<file path="src/rtl/cfgi2c_pkg.sv">
package cfgi2c_pkg;

   typedef enum logic [2:0] {
      ST_IDLE,
      ST_ADDR,
      ST_ADDR_ACK,
      ST_WR_DATA,
      ST_WR_ACK,
      ST_RD_DATA,
      ST_RD_ACK,
      ST_HOLD
   } link_state_t;

endpackage

</file>
<file path="src/rtl/cfgi2c_line_sync.sv">
module cfgi2c_line_sync #(
   parameter int   STAGES  = 2,
   parameter logic RST_VAL = 1'b1
)(
   input  logic clk,
   input  logic rst_n,
   input  logic line_i,
   output logic line_o
);
   logic [STAGES-1:0] chain_q;

   generate
      for (genvar g = 0; g < STAGES; g++) begin : g_stage
         if (g == 0) begin : g_first
            always_ff @(posedge clk or negedge rst_n)
               if (!rst_n) chain_q[g] <= RST_VAL;
               else        chain_q[g] <= line_i;
         end else begin : g_next
            always_ff @(posedge clk or negedge rst_n)
               if (!rst_n) chain_q[g] <= RST_VAL;
               else        chain_q[g] <= chain_q[g-1];
         end
      end
   endgenerate

   assign line_o = chain_q[STAGES-1];
endmodule

</file>
<file path="src/rtl/cfgi2c_cond_detect.sv">
module cfgi2c_cond_detect (
   input  logic clk,
   input  logic rst_n,
   input  logic scl_s,
   input  logic sda_s,
   output logic scl_rise_o,
   output logic scl_fall_o,
   output logic start_o,
   output logic stop_o
);
   logic scl_d, sda_d;

   always_ff @(posedge clk or negedge rst_n)
      if (!rst_n) begin
         scl_d <= 1'b1;
         sda_d <= 1'b1;
      end else begin
         scl_d <= scl_s;
         sda_d <= sda_s;
      end

   assign scl_rise_o = scl_s & ~scl_d;
   assign scl_fall_o = ~scl_s & scl_d;
   // data edges with the clock held high are bus conditions, not data
   assign start_o    = scl_s & scl_d & sda_d & ~sda_s;
   assign stop_o     = scl_s & scl_d & ~sda_d & sda_s;
endmodule

</file>
<file path="src/rtl/cfgi2c_cfg_store.sv">
module cfgi2c_cfg_store #(
   parameter int BYTES = 2,
   parameter int IDX_W = 1,
   parameter logic [8*BYTES-1:0] RST = '0
)(
   input  logic               clk,
   input  logic               rst_n,
   input  logic               we_i,
   input  logic [IDX_W-1:0]   idx_i,
   input  logic [7:0]         din_i,
   output logic [8*BYTES-1:0] cfg_o
);
   generate
      for (genvar g = 0; g < BYTES; g++) begin : g_slot
         // byte index 0 occupies the most significant slot
         localparam logic [IDX_W-1:0] SLOT = IDX_W'(BYTES - 1 - g);
         always_ff @(posedge clk or negedge rst_n)
            if (!rst_n)                        cfg_o[8*g +: 8] <= RST[8*g +: 8];
            else if (we_i && (idx_i == SLOT))  cfg_o[8*g +: 8] <= din_i;
      end
   endgenerate
endmodule

</file>
<file path="src/rtl/cfgi2c_target.sv">
module cfgi2c_target
   import cfgi2c_pkg::*;
#(
   parameter logic [6:0] DEV_ADDR    = 7'h2A,
   parameter int         CFG_BYTES   = 2,
   parameter int         RES_BYTES   = 3,
   parameter int         SYNC_STAGES = 2,
   parameter logic [8*CFG_BYTES-1:0] CFG_RST = '0
)(
   input  logic                   clk,
   input  logic                   rst_n,
   input  logic                   scl_i,
   input  logic                   sda_i,
   output logic                   sda_pull_o,
   input  logic [8*RES_BYTES-1:0] result_i,
   output logic [8*CFG_BYTES-1:0] cfg_o,
   output logic                   busy_o
);
   localparam int CFG_W = 8 * CFG_BYTES;
   localparam int RES_W = 8 * RES_BYTES;
   localparam int IDX_W = (CFG_BYTES > 1) ? $clog2(CFG_BYTES) : 1;
   localparam int CNT_W = $clog2(CFG_BYTES + 1);
   localparam logic [CNT_W-1:0] CFG_LAST = CNT_W'(CFG_BYTES);
   localparam logic [CNT_W-1:0] IDX_ONE  = CNT_W'(1);

   generate
      if (SYNC_STAGES < 2) begin : g_bad_sync
         $error("SYNC_STAGES must be 2 or more");
      end
      if (CFG_BYTES < 1 || CFG_BYTES > 16) begin : g_bad_cfg
         $error("CFG_BYTES must be within 1..16");
      end
      if (RES_BYTES < 1 || RES_BYTES > 16) begin : g_bad_res
         $error("RES_BYTES must be within 1..16");
      end
   endgenerate

   logic scl_s, sda_s;
   logic scl_rise, scl_fall, start_det, stop_det;

   cfgi2c_line_sync #(.STAGES(SYNC_STAGES), .RST_VAL(1'b1)) u_scl_sync (
      .clk(clk), .rst_n(rst_n), .line_i(scl_i), .line_o(scl_s));
   cfgi2c_line_sync #(.STAGES(SYNC_STAGES), .RST_VAL(1'b1)) u_sda_sync (
      .clk(clk), .rst_n(rst_n), .line_i(sda_i), .line_o(sda_s));

   cfgi2c_cond_detect u_cond (
      .clk(clk), .rst_n(rst_n), .scl_s(scl_s), .sda_s(sda_s),
      .scl_rise_o(scl_rise), .scl_fall_o(scl_fall),
      .start_o(start_det), .stop_o(stop_det));

   link_state_t      state;
   logic [3:0]       bit_cnt;
   logic [7:0]       rx_sh;
   logic [RES_W-1:0] tx_sh;
   logic             tx_active;
   logic             ack_pull;
   logic             rw_q;
   logic             master_ack;
   logic             busy_q;
   logic [CNT_W-1:0] wr_idx;
   logic             byte_end;
   logic             cfg_we;

   assign byte_end = scl_fall && (bit_cnt == 4'd8);
   assign cfg_we   = (state == ST_WR_DATA) && byte_end && (wr_idx < CFG_LAST)
                     && !start_det && !stop_det;

   always_ff @(posedge clk or negedge rst_n)
      if (!rst_n) begin
         state      <= ST_IDLE;
         bit_cnt    <= 4'd0;
         rx_sh      <= 8'd0;
         tx_sh      <= '1;
         tx_active  <= 1'b0;
         ack_pull   <= 1'b0;
         rw_q       <= 1'b0;
         master_ack <= 1'b0;
         busy_q     <= 1'b0;
         wr_idx     <= '0;
      end else if (start_det) begin
         state     <= ST_ADDR;
         busy_q    <= 1'b1;
         bit_cnt   <= 4'd0;
         tx_active <= 1'b0;
         ack_pull  <= 1'b0;
      end else if (stop_det) begin
         state     <= ST_IDLE;
         busy_q    <= 1'b0;
         tx_active <= 1'b0;
         ack_pull  <= 1'b0;
      end else begin
         case (state)
            ST_ADDR: begin
               if (scl_rise) begin
                  rx_sh   <= {rx_sh[6:0], sda_s};
                  bit_cnt <= bit_cnt + 4'd1;
               end else if (byte_end) begin
                  if (rx_sh[7:1] == DEV_ADDR) begin
                     rw_q     <= rx_sh[0];
                     ack_pull <= 1'b1;
                     state    <= ST_ADDR_ACK;
                  end else begin
                     state    <= ST_HOLD;
                  end
               end
            end
            ST_ADDR_ACK: begin
               if (scl_fall) begin
                  ack_pull <= 1'b0;
                  bit_cnt  <= 4'd0;
                  if (rw_q) begin
                     tx_sh     <= result_i;
                     tx_active <= 1'b1;
                     state     <= ST_RD_DATA;
                  end else begin
                     wr_idx    <= '0;
                     state     <= ST_WR_DATA;
                  end
               end
            end
            ST_WR_DATA: begin
               if (scl_rise) begin
                  rx_sh   <= {rx_sh[6:0], sda_s};
                  bit_cnt <= bit_cnt + 4'd1;
               end else if (byte_end) begin
                  if (wr_idx < CFG_LAST) begin
                     ack_pull <= 1'b1;
                     state    <= ST_WR_ACK;
                  end else begin
                     state    <= ST_HOLD;
                  end
               end
            end
            ST_WR_ACK: begin
               if (scl_fall) begin
                  ack_pull <= 1'b0;
                  bit_cnt  <= 4'd0;
                  wr_idx   <= wr_idx + IDX_ONE;
                  state    <= ST_WR_DATA;
               end
            end
            ST_RD_DATA: begin
               if (scl_rise) begin
                  bit_cnt <= bit_cnt + 4'd1;
               end else if (byte_end) begin
                  tx_active <= 1'b0;
                  state     <= ST_RD_ACK;
               end else if (scl_fall && bit_cnt != 4'd0) begin
                  tx_sh <= {tx_sh[RES_W-2:0], 1'b1};
               end
            end
            ST_RD_ACK: begin
               if (scl_rise) begin
                  master_ack <= ~sda_s;
               end else if (scl_fall) begin
                  if (master_ack) begin
                     tx_sh     <= {tx_sh[RES_W-2:0], 1'b1};
                     tx_active <= 1'b1;
                     bit_cnt   <= 4'd0;
                     state     <= ST_RD_DATA;
                  end else begin
                     state     <= ST_HOLD;
                  end
               end
            end
            ST_IDLE, ST_HOLD: begin
               tx_active <= 1'b0;
               ack_pull  <= 1'b0;
            end
            default: state <= ST_IDLE;
         endcase
      end

   cfgi2c_cfg_store #(.BYTES(CFG_BYTES), .IDX_W(IDX_W), .RST(CFG_RST)) u_cfg (
      .clk(clk), .rst_n(rst_n), .we_i(cfg_we),
      .idx_i(wr_idx[IDX_W-1:0]), .din_i(rx_sh), .cfg_o(cfg_o));

   assign sda_pull_o = ack_pull | (tx_active & ~tx_sh[RES_W-1]);
   assign busy_o     = busy_q;
endmodule

</file>
<file path="config.mk">
export PLATFORM = sky130hd
export DESIGN_NAME = cfgi2c_target
export DESIGN_NICKNAME = d
export VERILOG_FILES = /design/src/rtl/cfgi2c_pkg.sv /design/src/rtl/cfgi2c_line_sync.sv /design/src/rtl/cfgi2c_cond_detect.sv /design/src/rtl/cfgi2c_cfg_store.sv /design/src/rtl/cfgi2c_target.sv
export SDC_FILE = /design/constraint.sdc
export NUM_CORES = 1
export LEC_CHECK = 0
export ABC_CLOCK_PERIOD_IN_PS = 2800
export BUFFER_PORTS_ARGS = -buffer_cell sky130_fd_sc_hd__buf_2
export CORE_ASPECT_RATIO = 1.25
export CORE_MARGIN = 5
export CORE_UTILIZATION = 50
export CTS_CLUSTER_SIZE = 28
export DETAILED_ROUTE_END_ITERATION = 7
export GPL_ROUTABILITY_DRIVEN = 0
export PLACE_DENSITY = 0.71
export SLEW_MARGIN = 20
export SYNTH_ARGS = -nofsm -noshare
export SYNTH_HDL_FRONTEND = slang
export SYNTH_SLANG_ARGS = --single-unit
export TNS_END_PERCENT = 5
</file>
<file path="constraint.sdc">
create_clock -name clk -period 2.8 [get_ports clk]
set_clock_uncertainty 0.15 [all_clocks]
set_input_delay 0.14 -clock clk [delete_from_list [all_inputs] [get_ports clk]]
set_output_delay 0.14 -clock clk [all_outputs]
set_load 0.02 [all_outputs]
</file>
==> results.md <==
* Reg-to-reg slack, setup at 0.55 ns
* Worst skew pair latency at 0.35 ns
* RSZ-0062 raised after global routing: false
* Initial DRC Count at 153
* Finished Cell Area at 4070 um^2
* Vias per cell at 5.52
* # port buffers at 45
* Vias in the first global route at 2467
* Total negative slack at 0 ns
* Layout fillers at 548
* Crit end category: flop
* Multi-input logic area at 1580 um^2
* Largest net degree at the start of global routing at 32
* Critical path type: reg -> reg
* Synth cell types at 56
* Reg area at 1740 um^2
* Async SR Flop Fraction at 100%
* Worst-path maximum fanout at 8
* CTS tree: built
* Worst R2R Path Depth at 6
* Setup Buffers After CTS at 0
* Die Span X at 84.0 um
* Grt ovf at 0
* DRT antenna net count at 0
* Ports at 46
* Placement row count at 33
* Hold Crit Depth at 3
* Most common cell in the synthesized netlist: mux2_2
* Final Setup Violations at 0
* CTS sink cnt at 68
* Antenna diodes at 0
* H-tree depth at 3
* Fmax at 0.444 GHz
* Critical Path Source Type: flop
* Main synth FF type: dfrtp_1
* Worst EP required at 2.88 ns
* Full die area at 8600 um^2
* Post-synth net total at 298
* Min-delay src: result_i[19]
* Initial cell density of the core at 51.7%
* Syn Inst Count at 268
* Max_cap viols at 0
* Seq pwr share at 42.5%
* Worst Setup Slack, final at 0.548 ns
* DP HPWL at 4.91 mm
* Seq/Total Area, Yosys at 50.9%
* Layout cells sized above 1 at 53.9%
* Hold crit path type: in -> reg
* Worst path arrival time at 2.34 ns
* DR vias at 2334
* Final non-filler cell total at 423
* Power per cell area at 851 nW/um^2
* Switching share of power at 33.3%
* Syn Area/Cell at 12.8 um^2
* Worst R2R End: u_cfg.cfg_o[10]$_DFFE_PN0P_
* Leak at 1.90 nW
* Maximum buffer depth of the clock tree at 2
* Post-layout nets at 361
* Area growth from synthesis to layout at 19.0%
* Core box area at 6610 um^2
* Clock power frac at 24.9%
* Post-CTS resize count at 0
* Hold Buf Count CTS at 12
* Final period util at 80.4%
* Post-synth top cells: mux2_2 (73), dfrtp_1 (38), dfstp_2 (30), nand2_1 (10), nand3_1 (10)
* Netlist Area Pre-Place at 3420 um^2
* Area leader, netlist: dfrtp_1
* R2R Path Start: bit_cnt[0]$_DFFE_PN0P_
* DR pass1 iterations at 4
* Fin. Hold Viols at 0
* WL/cell at 16.5 um
* Number of CTS-inserted buffers at 9
* Max-slew violations at 0
* Synth top area share at 27.8%
* Antenna violations before repair at 0
* DRT Wirelength at 6.96 mm
* Placed cell area at 3730 um^2
* Die Y at 102 um
* Root Buffer: clkbuf_8
* Logic pwr share at 32.7%
* EDFF count, synth at 0
* Worst-path clk slew at 0.07 ns
* Status: finished clean
* Pint at 2.31 mW
* Tmin final at 2.25 ns
* Synth area leaders: dfrtp_1 (28%), mux2_2 (24%), dfstp_2 (23%)
* DRC errors left at 0
* Worst vdd ir at 0.476 mV
* Placement Setup Slack at 0.559 ns
* GRT Util Overall at 17.6%
* Yosys warns at 0
* Slew @ Worst Pin at 0.677 ns
* First-pass GRT wire length at 12.0 mm
* Total net switching power at 1.15 mW
* Seq cells post-synth at 68
* Slew HR at 54.8%
* DP Cell Count at 395
* WHS Endpoint: tx_sh[19]$_DFFE_PN1P_
[worst max path at each step]
| stage | start | endpoint | slack [ns] | depth (start not counted) |
|---|---|---|---|---|
| floorplan | u_cond.scl_d$_DFF_PN1_ | tx_sh[14]$_DFFE_PN1P_ | 0.80 | 7 |
| global placement | state[2]$_DFFE_PN0P_ | u_cfg.cfg_o[14]$_DFFE_PN0P_ | 0.59 | 4 |
| detailed placement | bit_cnt[0]$_DFFE_PN0P_ | u_cfg.cfg_o[12]$_DFFE_PN0P_ | 0.56 | 6 |
| CTS | bit_cnt[0]$_DFFE_PN0P_ | u_cfg.cfg_o[10]$_DFFE_PN0P_ | 0.54 | 6 |
| global route | bit_cnt[0]$_DFFE_PN0P_ | u_cfg.cfg_o[2]$_DFFE_PN0P_ | 0.40 | 7 |
| finish | bit_cnt[0]$_DFFE_PN0P_ | u_cfg.cfg_o[10]$_DFFE_PN0P_ | 0.55 | 6 |
[layer usage]
metal  track usage [%]  routed length (um)
met5                 0                   0
met4              8.17                 160
met3              3.87                 242
met2              30.6                3630
met1              20.8                2930
[cell families (layout without fill, tap and decap cells)]
logic type	Yosys count	after routing	synth area share, %
XOR/XNOR	3	3	0.769
flip-flops	68	68	50.9
buffers and inverters	19	87	2.82
AND/OR/NAND/NOR	61	61	11.6
AO/OA/AOI/OAI	39	39	8.27
multiplexers	76	76	24.9
adder cells (fa/ha/maj)	2	2	0.732
[metrics by stage]
| stage | hold WS (ns) | power [mW] | util, % |
|---|---|---|---|
| 2_1_floorplan | -0.306 | 2.31 | - |
| 3_3_place_gp | 0.0634 | 2.56 | 56.5 |
| 3_5_place_dp | 0.0716 | 2.60 | 56.5 |
| 4_1_cts | 0.00131 | 3.48 | 61.6 |
| 5_1_grt | 0.00305 | 3.68 | 61.6 |
| 6_report | 0.00407 | 3.46 | 61.6 |
[state kept, by name (all words and copies together), names as in the netlist]
| name | count |
|---|---|
| u_scl_sync.line_o | 1 |
| bit_cnt | 4 |
| rx_sh | 8 |
| u_cond.scl_d | 1 |
| u_cfg.cfg_o | 16 |
| u_cond.sda_d | 1 |
| busy_o | 1 |
| state | 3 |
| u_scl_sync.chain_q | 1 |
| master_ack | 1 |
| u_sda_sync.line_o | 1 |
| rw_q | 1 |
| tx_sh | 24 |
| u_sda_sync.chain_q | 1 |
| wr_idx | 2 |
| ack_pull | 1 |
| tx_active | 1 |
[critical path, stage by stage (launching register included)]
cell and delay [ns]:
dfrtp_1 0.44, inv_1 0.08, ha_1 0.13, nor2b_1 0.22, nand3_1 0.24, nor4_4 0.49
mux2_2 0.40
[power by group through the flow]
stage,Combinational [mW],Clock (mW),Sequential [mW]
6_report,1.13,0.859,1.47
4_1_cts,1.13,0.875,1.47
2_1_floorplan,0.934,0,1.38
5_1_grt,1.26,0.919,1.51
3_3_place_gp,1.09,0,1.47
3_5_place_dp,1.11,0,1.49
[cell usage in the layout (no fill, tap or decap), types with 2 or more instances in the layout]
cell	instances
o21ai_2	2
nand2_1	10
nand2b_1	5
o21a_1	2
nor3b_1	4
clkinv_4	2
ha_1	2
nor3_1	3
a31o_2	2
nor2_1	6
a21o_1	3
inv_1	7
xnor2_1	2
buf_2	45
o21ai_0	9
o22ai_1	2
nor4b_1	2
dfstp_2	30
o31ai_1	2
clkbuf_8	9
mux2i_1	3
nor2b_1	5
dfrtp_1	38
nand4b_1	2
mux2_2	73
buf_4	7
nand3b_1	2
dlygate4sd3_1	12
o211ai_1	2
a21oi_1	2
nand4_1	2
nand3_1	10
[layout make-up]
class / instances / share of cell area, %
clock buffer: 11 / 3.75
clock inverter: 5 / 1.45
inverter: 7 / 0.646
multi-input combinational: 181 / 38.9
sequential: 68 / 42.8
tap: 87 / 2.68
timing repair buffer: 64 / 9.78
(Power assumes the default switching activity.)
